File: src/rtl/spmux_pkg.sv
package spmux_pkg;

    localparam int ADDR_W = 2;

    typedef enum logic [ADDR_W-1:0] {
        ADDR_LATCH = 2'd0,
        ADDR_DIR   = 2'd1,
        ADDR_CTRL  = 2'd2,
        ADDR_PINS  = 2'd3
    } reg_addr_e;

    typedef enum logic [1:0] {
        ROLE_GPIO,
        ROLE_SCK,
        ROLE_SDO,
        ROLE_SDI
    } pin_role_e;

    localparam int CTRL_SER_BIT = 0;
    localparam int CTRL_MST_BIT = 1;

    typedef struct packed {
        logic master;
        logic ser_en;
    } ctrl_t;

endpackage

File: src/rtl/spmux_regs.sv
module spmux_regs
    import spmux_pkg::*;
#(
    parameter int NUM_PINS = 4
) (
    input  logic                clk,
    input  logic                rst_n,
    input  logic                we,
    input  logic [ADDR_W-1:0]   addr,
    input  logic [NUM_PINS-1:0] wdata,
    input  logic [NUM_PINS-1:0] pin_view,
    output logic [NUM_PINS-1:0] latch_q,
    output logic [NUM_PINS-1:0] dir_q,
    output ctrl_t               ctrl_q,
    output logic [NUM_PINS-1:0] rdata
);

    typedef struct packed {
        logic [NUM_PINS-1:0] latch;
        logic [NUM_PINS-1:0] dir;
        ctrl_t               ctrl;
    } regs_t;

    regs_t st_d, st_q;

    always_comb begin
        st_d = st_q;
        if (we) begin
            case (reg_addr_e'(addr))
                ADDR_LATCH: st_d.latch = wdata;
                ADDR_DIR:   st_d.dir   = wdata;
                ADDR_CTRL: begin
                    st_d.ctrl.ser_en = wdata[CTRL_SER_BIT];
                    st_d.ctrl.master = wdata[CTRL_MST_BIT];
                end
                default: ;
            endcase
        end
    end

    always_ff @(posedge clk or negedge rst_n) begin
        if (!rst_n) st_q <= '0;
        else        st_q <= st_d;
    end

    assign latch_q = st_q.latch;
    assign dir_q   = st_q.dir;
    assign ctrl_q  = st_q.ctrl;

    always_comb begin
        rdata = '0;
        case (reg_addr_e'(addr))
            ADDR_LATCH: rdata = st_q.latch;
            ADDR_DIR:   rdata = st_q.dir;
            ADDR_CTRL: begin
                rdata[CTRL_SER_BIT] = st_q.ctrl.ser_en;
                rdata[CTRL_MST_BIT] = st_q.ctrl.master;
            end
            default:    rdata = pin_view;
        endcase
    end

    p_hold_r10: assert property (@(posedge clk) disable iff (!rst_n)
        !we |=> $stable(st_q));

    p_pins_readonly_r3: assert property (@(posedge clk) disable iff (!rst_n)
        (we && addr == ADDR_PINS) |=> $stable(st_q));

    p_dir_write_r3: assert property (@(posedge clk) disable iff (!rst_n)
        (we && addr == ADDR_DIR) |=> dir_q == $past(wdata));

endmodule

File: src/rtl/spmux_pin.sv
module spmux_pin (
    input  logic clk,
    input  logic rst_n,
    input  logic backup,
    input  logic gp_dir,
    input  logic gp_val,
    input  logic ser_claim,
    input  logic ser_oe,
    input  logic ser_val,
    output logic oe,
    output logic out,
    output logic ie
);

    typedef struct packed {
        logic drive;
        logic val;
    } pin_sel_t;

    pin_sel_t sel;

    always_comb begin
        if (ser_claim) begin
            sel.drive = ser_oe;
            sel.val   = ser_val;
        end else begin
            sel.drive = gp_dir;
            sel.val   = gp_val;
        end
        oe  = sel.drive & ~backup;
        out = oe & sel.val;
        ie  = ~backup;
    end

    p_backup_hiz_r7: assert property (@(posedge clk) disable iff (!rst_n)
        backup |-> (!oe && !ie));

    p_gp_follow_r2: assert property (@(posedge clk) disable iff (!rst_n)
        (!backup && !ser_claim) |-> (oe == gp_dir && (!oe || out == gp_val)));

endmodule

File: src/rtl/spmux_in_sample.sv
module spmux_in_sample #(
    parameter int NUM_PINS = 4
) (
    input  logic                clk,
    input  logic                rst_n,
    input  logic [NUM_PINS-1:0] pad_in,
    input  logic [NUM_PINS-1:0] ie,
    input  logic [NUM_PINS-1:0] oe,
    input  logic [NUM_PINS-1:0] latch,
    output logic [NUM_PINS-1:0] view
);

    logic [NUM_PINS-1:0] samp_d, samp_q;

    always_comb begin
        samp_d = pad_in & ie;
        view   = ie & ((oe & latch) | (~oe & samp_q));
    end

    always_ff @(posedge clk or negedge rst_n) begin
        if (!rst_n) samp_q <= '0;
        else        samp_q <= samp_d;
    end

    p_sampled_input_r9: assert property (@(posedge clk) disable iff (!rst_n)
        (ie == '1 && oe == '0) ##1 (ie == '1 && oe == '0) |-> view == $past(pad_in));

    p_output_reads_latch_r9: assert property (@(posedge clk) disable iff (!rst_n)
        (ie == '1 && oe == '1) |-> view == latch);

endmodule

File: src/rtl/shared_port_mux.sv
module shared_port_mux
    import spmux_pkg::*;
#(
    parameter int NUM_PINS = 4,
    parameter int SCK_PIN  = 1,
    parameter int SDO_PIN  = 2,
    parameter int SDI_PIN  = 3
) (
    input  logic                clk,
    input  logic                rst_n,
    input  logic                reg_we,
    input  logic [1:0]          reg_addr,
    input  logic [NUM_PINS-1:0] reg_wdata,
    output logic [NUM_PINS-1:0] reg_rdata,
    input  logic                backup_mode,
    input  logic [NUM_PINS-1:0] pad_in,
    output logic [NUM_PINS-1:0] pad_out,
    output logic [NUM_PINS-1:0] pad_oe,
    output logic [NUM_PINS-1:0] pad_ie,
    input  logic                ser_sck_drive,
    input  logic                ser_sdo_drive,
    output logic                ser_sck_in,
    output logic                ser_sdi
);

    logic [NUM_PINS-1:0] latch_q;
    logic [NUM_PINS-1:0] dir_q;
    ctrl_t               ctrl_q;
    logic [NUM_PINS-1:0] pin_view;
    logic                ser_live;

    assign ser_live = ctrl_q.ser_en & ~backup_mode;

    spmux_regs #(.NUM_PINS(NUM_PINS)) u_regs (
        .clk      (clk),
        .rst_n    (rst_n),
        .we       (reg_we),
        .addr     (reg_addr),
        .wdata    (reg_wdata),
        .pin_view (pin_view),
        .latch_q  (latch_q),
        .dir_q    (dir_q),
        .ctrl_q   (ctrl_q),
        .rdata    (reg_rdata)
    );

    for (genvar i = 0; i < NUM_PINS; i++) begin : g_pin
        localparam pin_role_e ROLE = (i == SCK_PIN) ? ROLE_SCK :
                                     (i == SDO_PIN) ? ROLE_SDO :
                                     (i == SDI_PIN) ? ROLE_SDI : ROLE_GPIO;
        logic claim, s_oe, s_val;

        if (ROLE == ROLE_SCK) begin : g_sck
            assign claim = ctrl_q.ser_en;
            assign s_oe  = ctrl_q.master;
            assign s_val = ser_sck_drive;
        end else if (ROLE == ROLE_SDO) begin : g_sdo
            assign claim = ctrl_q.ser_en;
            assign s_oe  = 1'b1;
            assign s_val = ser_sdo_drive;
        end else if (ROLE == ROLE_SDI) begin : g_sdi
            assign claim = ctrl_q.ser_en;
            assign s_oe  = 1'b0;
            assign s_val = 1'b0;
        end else begin : g_gpio
            assign claim = 1'b0;
            assign s_oe  = 1'b0;
            assign s_val = 1'b0;
        end

        spmux_pin u_pin (
            .clk       (clk),
            .rst_n     (rst_n),
            .backup    (backup_mode),
            .gp_dir    (dir_q[i]),
            .gp_val    (latch_q[i]),
            .ser_claim (claim),
            .ser_oe    (s_oe),
            .ser_val   (s_val),
            .oe        (pad_oe[i]),
            .out       (pad_out[i]),
            .ie        (pad_ie[i])
        );
    end

    spmux_in_sample #(.NUM_PINS(NUM_PINS)) u_in (
        .clk    (clk),
        .rst_n  (rst_n),
        .pad_in (pad_in),
        .ie     (pad_ie),
        .oe     (pad_oe),
        .latch  (latch_q),
        .view   (pin_view)
    );

    assign ser_sck_in = ser_live & ~ctrl_q.master & pad_in[SCK_PIN];
    assign ser_sdi    = ser_live & pad_in[SDI_PIN];

    p_sdo_sdi_roles_r4: assert property (@(posedge clk) disable iff (!rst_n)
        (ctrl_q.ser_en && !backup_mode) |->
            (pad_oe[SDO_PIN] && !pad_oe[SDI_PIN] && pad_out[SDO_PIN] == ser_sdo_drive));

    p_sck_master_r5: assert property (@(posedge clk) disable iff (!rst_n)
        (ctrl_q.ser_en && !backup_mode) |-> (pad_oe[SCK_PIN] == ctrl_q.master));

    p_sdi_gate_r11: assert property (@(posedge clk) disable iff (!rst_n)
        (!ctrl_q.ser_en || backup_mode) |-> !ser_sdi);

    p_backup_read_r8: assert property (@(posedge clk) disable iff (!rst_n)
        (backup_mode && reg_addr == 2'd3) |-> reg_rdata == '0);

endmodule

File: config.mk
export PLATFORM = sky130hd
export DESIGN_NAME = shared_port_mux
export DESIGN_NICKNAME = d
export VERILOG_FILES = /design/src/rtl/spmux_pkg.sv /design/src/rtl/spmux_regs.sv /design/src/rtl/spmux_pin.sv /design/src/rtl/spmux_in_sample.sv /design/src/rtl/shared_port_mux.sv
export SDC_FILE = /design/constraint.sdc
export NUM_CORES = 1
export LEC_CHECK = 0
export BUFFER_PORTS_ARGS = -buffer_cell sky130_fd_sc_hd__buf_2
export CAP_MARGIN = 40
export CORE_AREA = 2 2 54 56
export DETAILED_ROUTE_END_ITERATION = 10
export DIE_AREA = 0 0 56 58
export GPL_ROUTABILITY_DRIVEN = 0
export PLACE_DENSITY = 0.58
export REMOVE_ABC_BUFFERS = 1
export SETUP_SLACK_MARGIN = 0.1
export SLEW_MARGIN = 0
export SYNTH_ARGS = -nofsm -noshare
export SYNTH_HDL_FRONTEND = slang
export SYNTH_SLANG_ARGS = --single-unit
export TNS_END_PERCENT = 10
File: constraint.sdc
create_clock -name clk -period 2.4 [get_ports clk]
set_input_delay 0.72 -clock clk [delete_from_list [all_inputs] [get_ports clk]]
set_output_delay 0.72 -clock clk [all_outputs]
set_load 0.02 [all_outputs]
==> flow_metrics.tcl, run 1 <==
set metrics [dict create \
    status "complete, no violations" \
    row_count 19 \
    cp-start-kind "input port" \
    core_area_um2 2663 \
    maxCapViolCount 0 \
    clockBufferDepth 2 \
    yosys_warnings 0 \
    wirelength_um 1848 \
    end_kind "output pin" \
    timing.final.crit_share 0.9554 \
    min_period_ns 2.293 \
    fin_nets 128 \
    regArea_um2 351.6 \
    cts_buffers 3 \
    drv_slew 0 \
    antenna_found_initial 0 \
    grt_remaining_overflow 0 \
    clk_pin_slew_worst_paths_ns 0.09 \
    ys_ff_latch 14 \
    die_area_um2 3248 \
    fin_tns_setup_ns 0 \
    fillers 284 \
    synth.distinct_cells 24 \
    synth_edf_count 0 \
    cp.arrival_ns 1.57 \
    drtPass1Iterations 4 \
    via_per_inst 4.761 \
    initial_core_util 0.3482 \
    yosysSeqAreaShare 0.3779 \
    worstMarginPinSlew_ns 0.3022 \
    netlist_instances 80 \
    cts-root-buf "clkbuf_4" \
    cts_hold_buf 0 \
    power_density_nw_per_um2 650.7 \
    hold_ws_ns 0.3185 \
    grt_usage 0.1252 \
    drc 0 \
    path_max_fanout 8 \
    grt_first_pass_wirelength_um 3070 \
    grt_pass1_vias 633 \
    slew_headroom 0.7927 \
    grt_max_degree 15 \
    rsz0062_at_grt "true" \
    peakVddDrop_mv 0.3162 \
    synth_area_um2 927.1 \
    io-pin-count 34 \
    antenna_cells 0 \
    cts.sinks 14 \
    postLayoutCoreUtil 0.4267 \
    path_class "in2out" \
    final_hold_viol_count 0 \
    htreeDepth 1 \
    route.vias.total 676 \
    drt-initial-drc-count 8 \
    dpl.hpwl_um 1422 \
    area_growth_pct 22.54 \
    wire_per_inst_um 13.01 \
    async_reset_ff_frac 1.000 \
    multiInputGateArea_um2 444.2 \
    drtAntennaViolNets 0 \
    final_common_cell "buf_2" \
    cts_tree "done" \
    required_ns 1.68 \
    drive_gt1_frac 0.5676 \
    finalSetupViolations 0 \
    clock.fmax_mhz 436.1 \
    hold_path_class "in2async" \
    avgSynthCellArea_um2 11.59 \
    clk_latency_ns 0.28 \
    fin_skew_ns 0 \
    numPortBuffers 33 \
    fp.dieH_um 58 \
    most-common-layout-cells "buf_2, dfrtp_1, mux2_2, buf_4, mux2i_1" \
    die_w_um 56 \
    p_leak_nw 0.5823 \
    ys.flop_type "dfrtp_1" \
]
[worst max-delay path: stages]
cell and delay (ns):
buf_6 0.12, o21ba_4 0.21, nor2_1 0.04, o32ai_1 0.27, buf_2 0.22
[flip-flops by register name (all words and copies together) (netlist names)]
register,count
u_regs.latch_q,4
u_regs.dir_q,4
u_regs.ctrl_q,2
u_in.samp_q,4
[final timing paths]
| path | start | to | slack (ns) | cells after the start |
|---|---|---|---|---|
| max | backup_mode | reg_rdata[2] | 0.11 | 5 |
| min | rst_n | u_regs.latch_q[1] | 0.32 | 1 |
| max reg2reg | u_regs.ctrl_q[0] | u_regs.ctrl_q[0] | 1.57 | 1 |
| min reg2reg | u_regs.dir_q[3] | u_regs.dir_q[3] | 0.54 | 1 |
| max in group asynchronous | rst_n | u_regs.ctrl_q[0] | 1.82 | 1 |
| min in group clk | u_regs.dir_q[3] | u_regs.dir_q[3] | 0.54 | 1 |
[repair_timing]
item	in CTS	in global routing
gates resized for setup	4	1
endpoints found under the hold margin	0	0
endpoints found under the setup margin	4	4
buffers inserted	2	1
pin swaps	1	1
[layout make-up]
class | count | area share
Multi-Input combinational cell | 49 | 0.3910
Sequential cell | 14 | 0.3095
Timing Repair Buffer | 43 | 0.2302
Tap cell | 31 | 0.03414
Clock buffer | 4 | 0.03194
Inverter | 1 | 0.003304
[through the flow]
stage	cell area (um^2)	cells	total power (W)	setup slack, ns
CTS	1126	141	0.0007466	0.1049
detailed placement	1049	135	0.0005484	0.05497
global placement	1049	135	0.0005448	0.07551
floorplan	792.0	64	0.0004553	-0.2662
finish	1136	142	0.0007392	0.1070
global route	1136	142	0.0007840	0.02461
[per-layer routing]
metal	vias to the layer above	track usage	share of wire
li1	331	-	-
met1	318	0.1695	0.46
met2	25	0.1866	0.46
met3	2	0.02679	0.067
met4	0	0.07143	0.0081
met5	-	0	0
[power breakdown]
part	switching, W	internal [W]
clock	0.0000789	0.0000923
combinational	0.000127	0.000136
sequential	0.0000334	0.000272
total	0.000239	0.000500
[cell usage after synthesis, drive strengths merged, types with 2 or more instances]
cell type / n / area [um^2]
and2b: 5 / 37.54
nand3b: 3 / 35.03
nand2: 2 / 7.510
buf: 16 / 135.1
nor2: 4 / 15.01
nor3b: 2 / 37.54
mux2: 10 / 112.6
mux2i: 9 / 90.09
and2: 3 / 18.77
dfrtp: 14 / 350.3
[logic make-up after synthesis]
| family | share of synthesized area |
|---|---|
| compound gates | 0.06342 |
| buf+inv | 0.1498 |
| flops | 0.3779 |
| mux | 0.2186 |
| simple gates | 0.1903 |
(Power assumes the default switching activity.)
==> inputs of run 2 (changes only) <==
--- a/config.mk
+++ b/config.mk
@@ -13,7 +13,7 @@
 export GPL_ROUTABILITY_DRIVEN = 0
 export PLACE_DENSITY = 0.58
 export REMOVE_ABC_BUFFERS = 1
-export SETUP_SLACK_MARGIN = 0.1
+export SETUP_SLACK_MARGIN = 0.15
 export SLEW_MARGIN = 0
 export SYNTH_ARGS = -nofsm -noshare
 export SYNTH_HDL_FRONTEND = slang
==> constraint.sdc (replaced) <==
create_clock -name clk -period 2.4 [get_ports clk]
set_input_delay 0.72 -clock clk [delete_from_list [all_inputs] [get_ports clk]]
set_output_delay 0.72 -clock clk [all_outputs]
set_load 0.05 [all_outputs]
==> run 2 against run 1 <==
  * Sequential cell count is the same
  * Register-to-register slack worse by 0.12 ns
  * Via count rose by 0.44%
  * Clock skew is the same
  * Non-clock buffer count rose by 1
  * Sequential share of layout area shrank 1.6 points
  * Combinational power up 42%
  * Critical endpoint is now reg_rdata[0]
  * Largest power group is now combinational cells
==> flow_metrics.tcl, run 2 (synthesis results as in run 1) <==
set metrics [dict create \
    numPortBuffers 33 \
    met1_usage 0.1737 \
    cpLargestDelayFamily "buffers and inverters" \
    cts_hold_buf 0 \
    io-pin-count 34 \
    slew_headroom 0.7753 \
    hold_ws_ns 0.3311 \
    postLayoutCoreUtil 0.4492 \
    cp-start-kind "input port" \
    min_period_ns 2.330 \
    required_ns 1.68 \
    core_area_um2 2663 \
    cell_internal_pwr_w 0.0004891 \
    met2_usage 0.2303 \
    power_frac_clock 0.157 \
    grt_usage 0.1361 \
    area_growth_pct 29.02 \
    final_hold_viol_count 0 \
    finalNonFillerCells 142 \
    fp.dieH_um 58 \
    swShare 0.3960 \
    end_kind "output pin" \
    clockBufferDepth 2 \
    wirelength_um 1957 \
    p_switching_w 0.0003207 \
    fin_skew_ns 0 \
    antenna_cells 0 \
    row_count 19 \
    pwr-share-seq 0.381 \
    clk_latency_ns 0.27 \
    crit_path_max_incr_delay_ns 0.21 \
    timing.final.crit_share 0.9709 \
    status "complete, no violations" \
    cts_tree "done" \
    path_cells "buf_12, and2b_1, mux2i_1, o221ai_1, buf_4" \
    p_comb_frac 0.462 \
    path_max_fanout 8 \
    path_class "in2out" \
    htreeDepth 1 \
    die_w_um 56 \
    clk_pin_slew_worst_paths_ns 0.08 \
    cp.arrival_ns 1.61 \
    drtAntennaViolNets 0 \
    peakVddDrop_mv 0.4346 \
    fin_nets 129 \
    p_leak_nw 0.5929 \
    route.vias.total 679 \
    drv_slew 0 \
    via_per_inst 4.782 \
    dpl.hpwl_um 1525 \
    grt_first_pass_wirelength_um 3374 \
    gr-usage-met3 0.02679 \
    clock.fmax_mhz 429.2 \
    most-common-layout-cells "buf_2, buf_4, dfrtp_1, mux2_2, mux2i_1" \
    antenna_found_initial 0 \
    cts-root-buf "clkbuf_4" \
    rsz0062_at_grt "true" \
    final_common_cell "buf_2" \
    power_density_nw_per_um2 677.0 \
    grt_most_used_layer "met2" \
    grt_max_degree 15 \
    hold_path_class "in2async" \
    wire_per_inst_um 13.78 \
    cts_buffers 3 \
    crit_buf_inv 2 \
    worstMarginPinSlew_ns 0.3367 \
    dp_cells 137 \
    drtPass1Iterations 4 \
    drc 0 \
    drive_gt1_frac 0.6036 \
    cts.sinks 14 \
    initial_core_util 0.3482 \
    grt_pass1_vias 726 \
    grt_remaining_overflow 0 \
    crit_slowest_cell "and2b_1" \
    finalSetupViolations 0 \
    maxCapViolCount 0 \
    die_area_um2 3248 \
    drt-initial-drc-count 13 \
]
-- run 2: repair_timing --
| action | in CTS | in global routing |
|---|---|---|
| gates resized for setup | 12 | 20 |
| setup buffers | 2 | 0 |
| pin swaps | 1 | 3 |
| setup endpoints to repair | 8 | 8 |
-- run 2: worst reg2reg max path: cells and delay by family (launching register included) --
family | cells | cell delay (ns)
muxes | 1 | 0.25
buffers and inverters | 1 | 0.14
DFF | 1 | 0.45
-- run 2: area by class of cell --
type                       count  area [um^2]
sequential                    14        351.6
timing repair buffer          44        314.1
multi-input combinational     49        465.4
inverter                       1        3.754
fill                         257         1466
tap                           31        38.79
clock buffer                   3        22.52
-- run 2: per-layer routing --
layer  share of wire  vias to the layer above
met1            0.45                      316
met2            0.48                       27
met3           0.058                        4
li1                -                      332
met4           0.014                        0
met5               0                        -
-- run 2: worst paths after layout --
check / end / start / slack, ns / cells past startpoint
min in group clk: u_regs.dir_q[0] / u_regs.dir_q[0] / 0.54 / 1
min: u_regs.latch_q[2] / rst_n / 0.33 / 1
max in group asynchronous: u_regs.ctrl_q[0] / rst_n / 1.81 / 1
max reg2reg: u_regs.ctrl_q[0] / u_regs.ctrl_q[0] / 1.45 / 2
max: reg_rdata[0] / backup_mode / 0.07 / 5
min reg2reg: u_regs.dir_q[0] / u_regs.dir_q[0] / 0.54 / 1
-- run 2: power groups by stage --
| stage | sequential (W) | combinational [W] | clock (W) |
|---|---|---|---|
| floorplan | 0.000304 | 0.000229 | 0 |
| global placement | 0.000311 | 0.000318 | 0 |
| detailed placement | 0.000314 | 0.000323 | 0 |
| CTS | 0.000307 | 0.000353 | 0.000136 |
| global route | 0.000315 | 0.000399 | 0.000144 |
| finish | 0.000309 | 0.000374 | 0.000128 |
-- run 2: through the flow --
step	TNS [ns]	worst slack, ns	instance area, um^2	power, W
floorplan	-6.270	-1.476	792.0	0.0005331
global placement	-0.06060	-0.04809	1064	0.0006289
detailed placement	-0.1064	-0.05532	1064	0.0006373
CTS	0	0.09048	1141	0.0007959
global route	0	0.01146	1196	0.0008578
finish	0	0.06985	1196	0.0008098
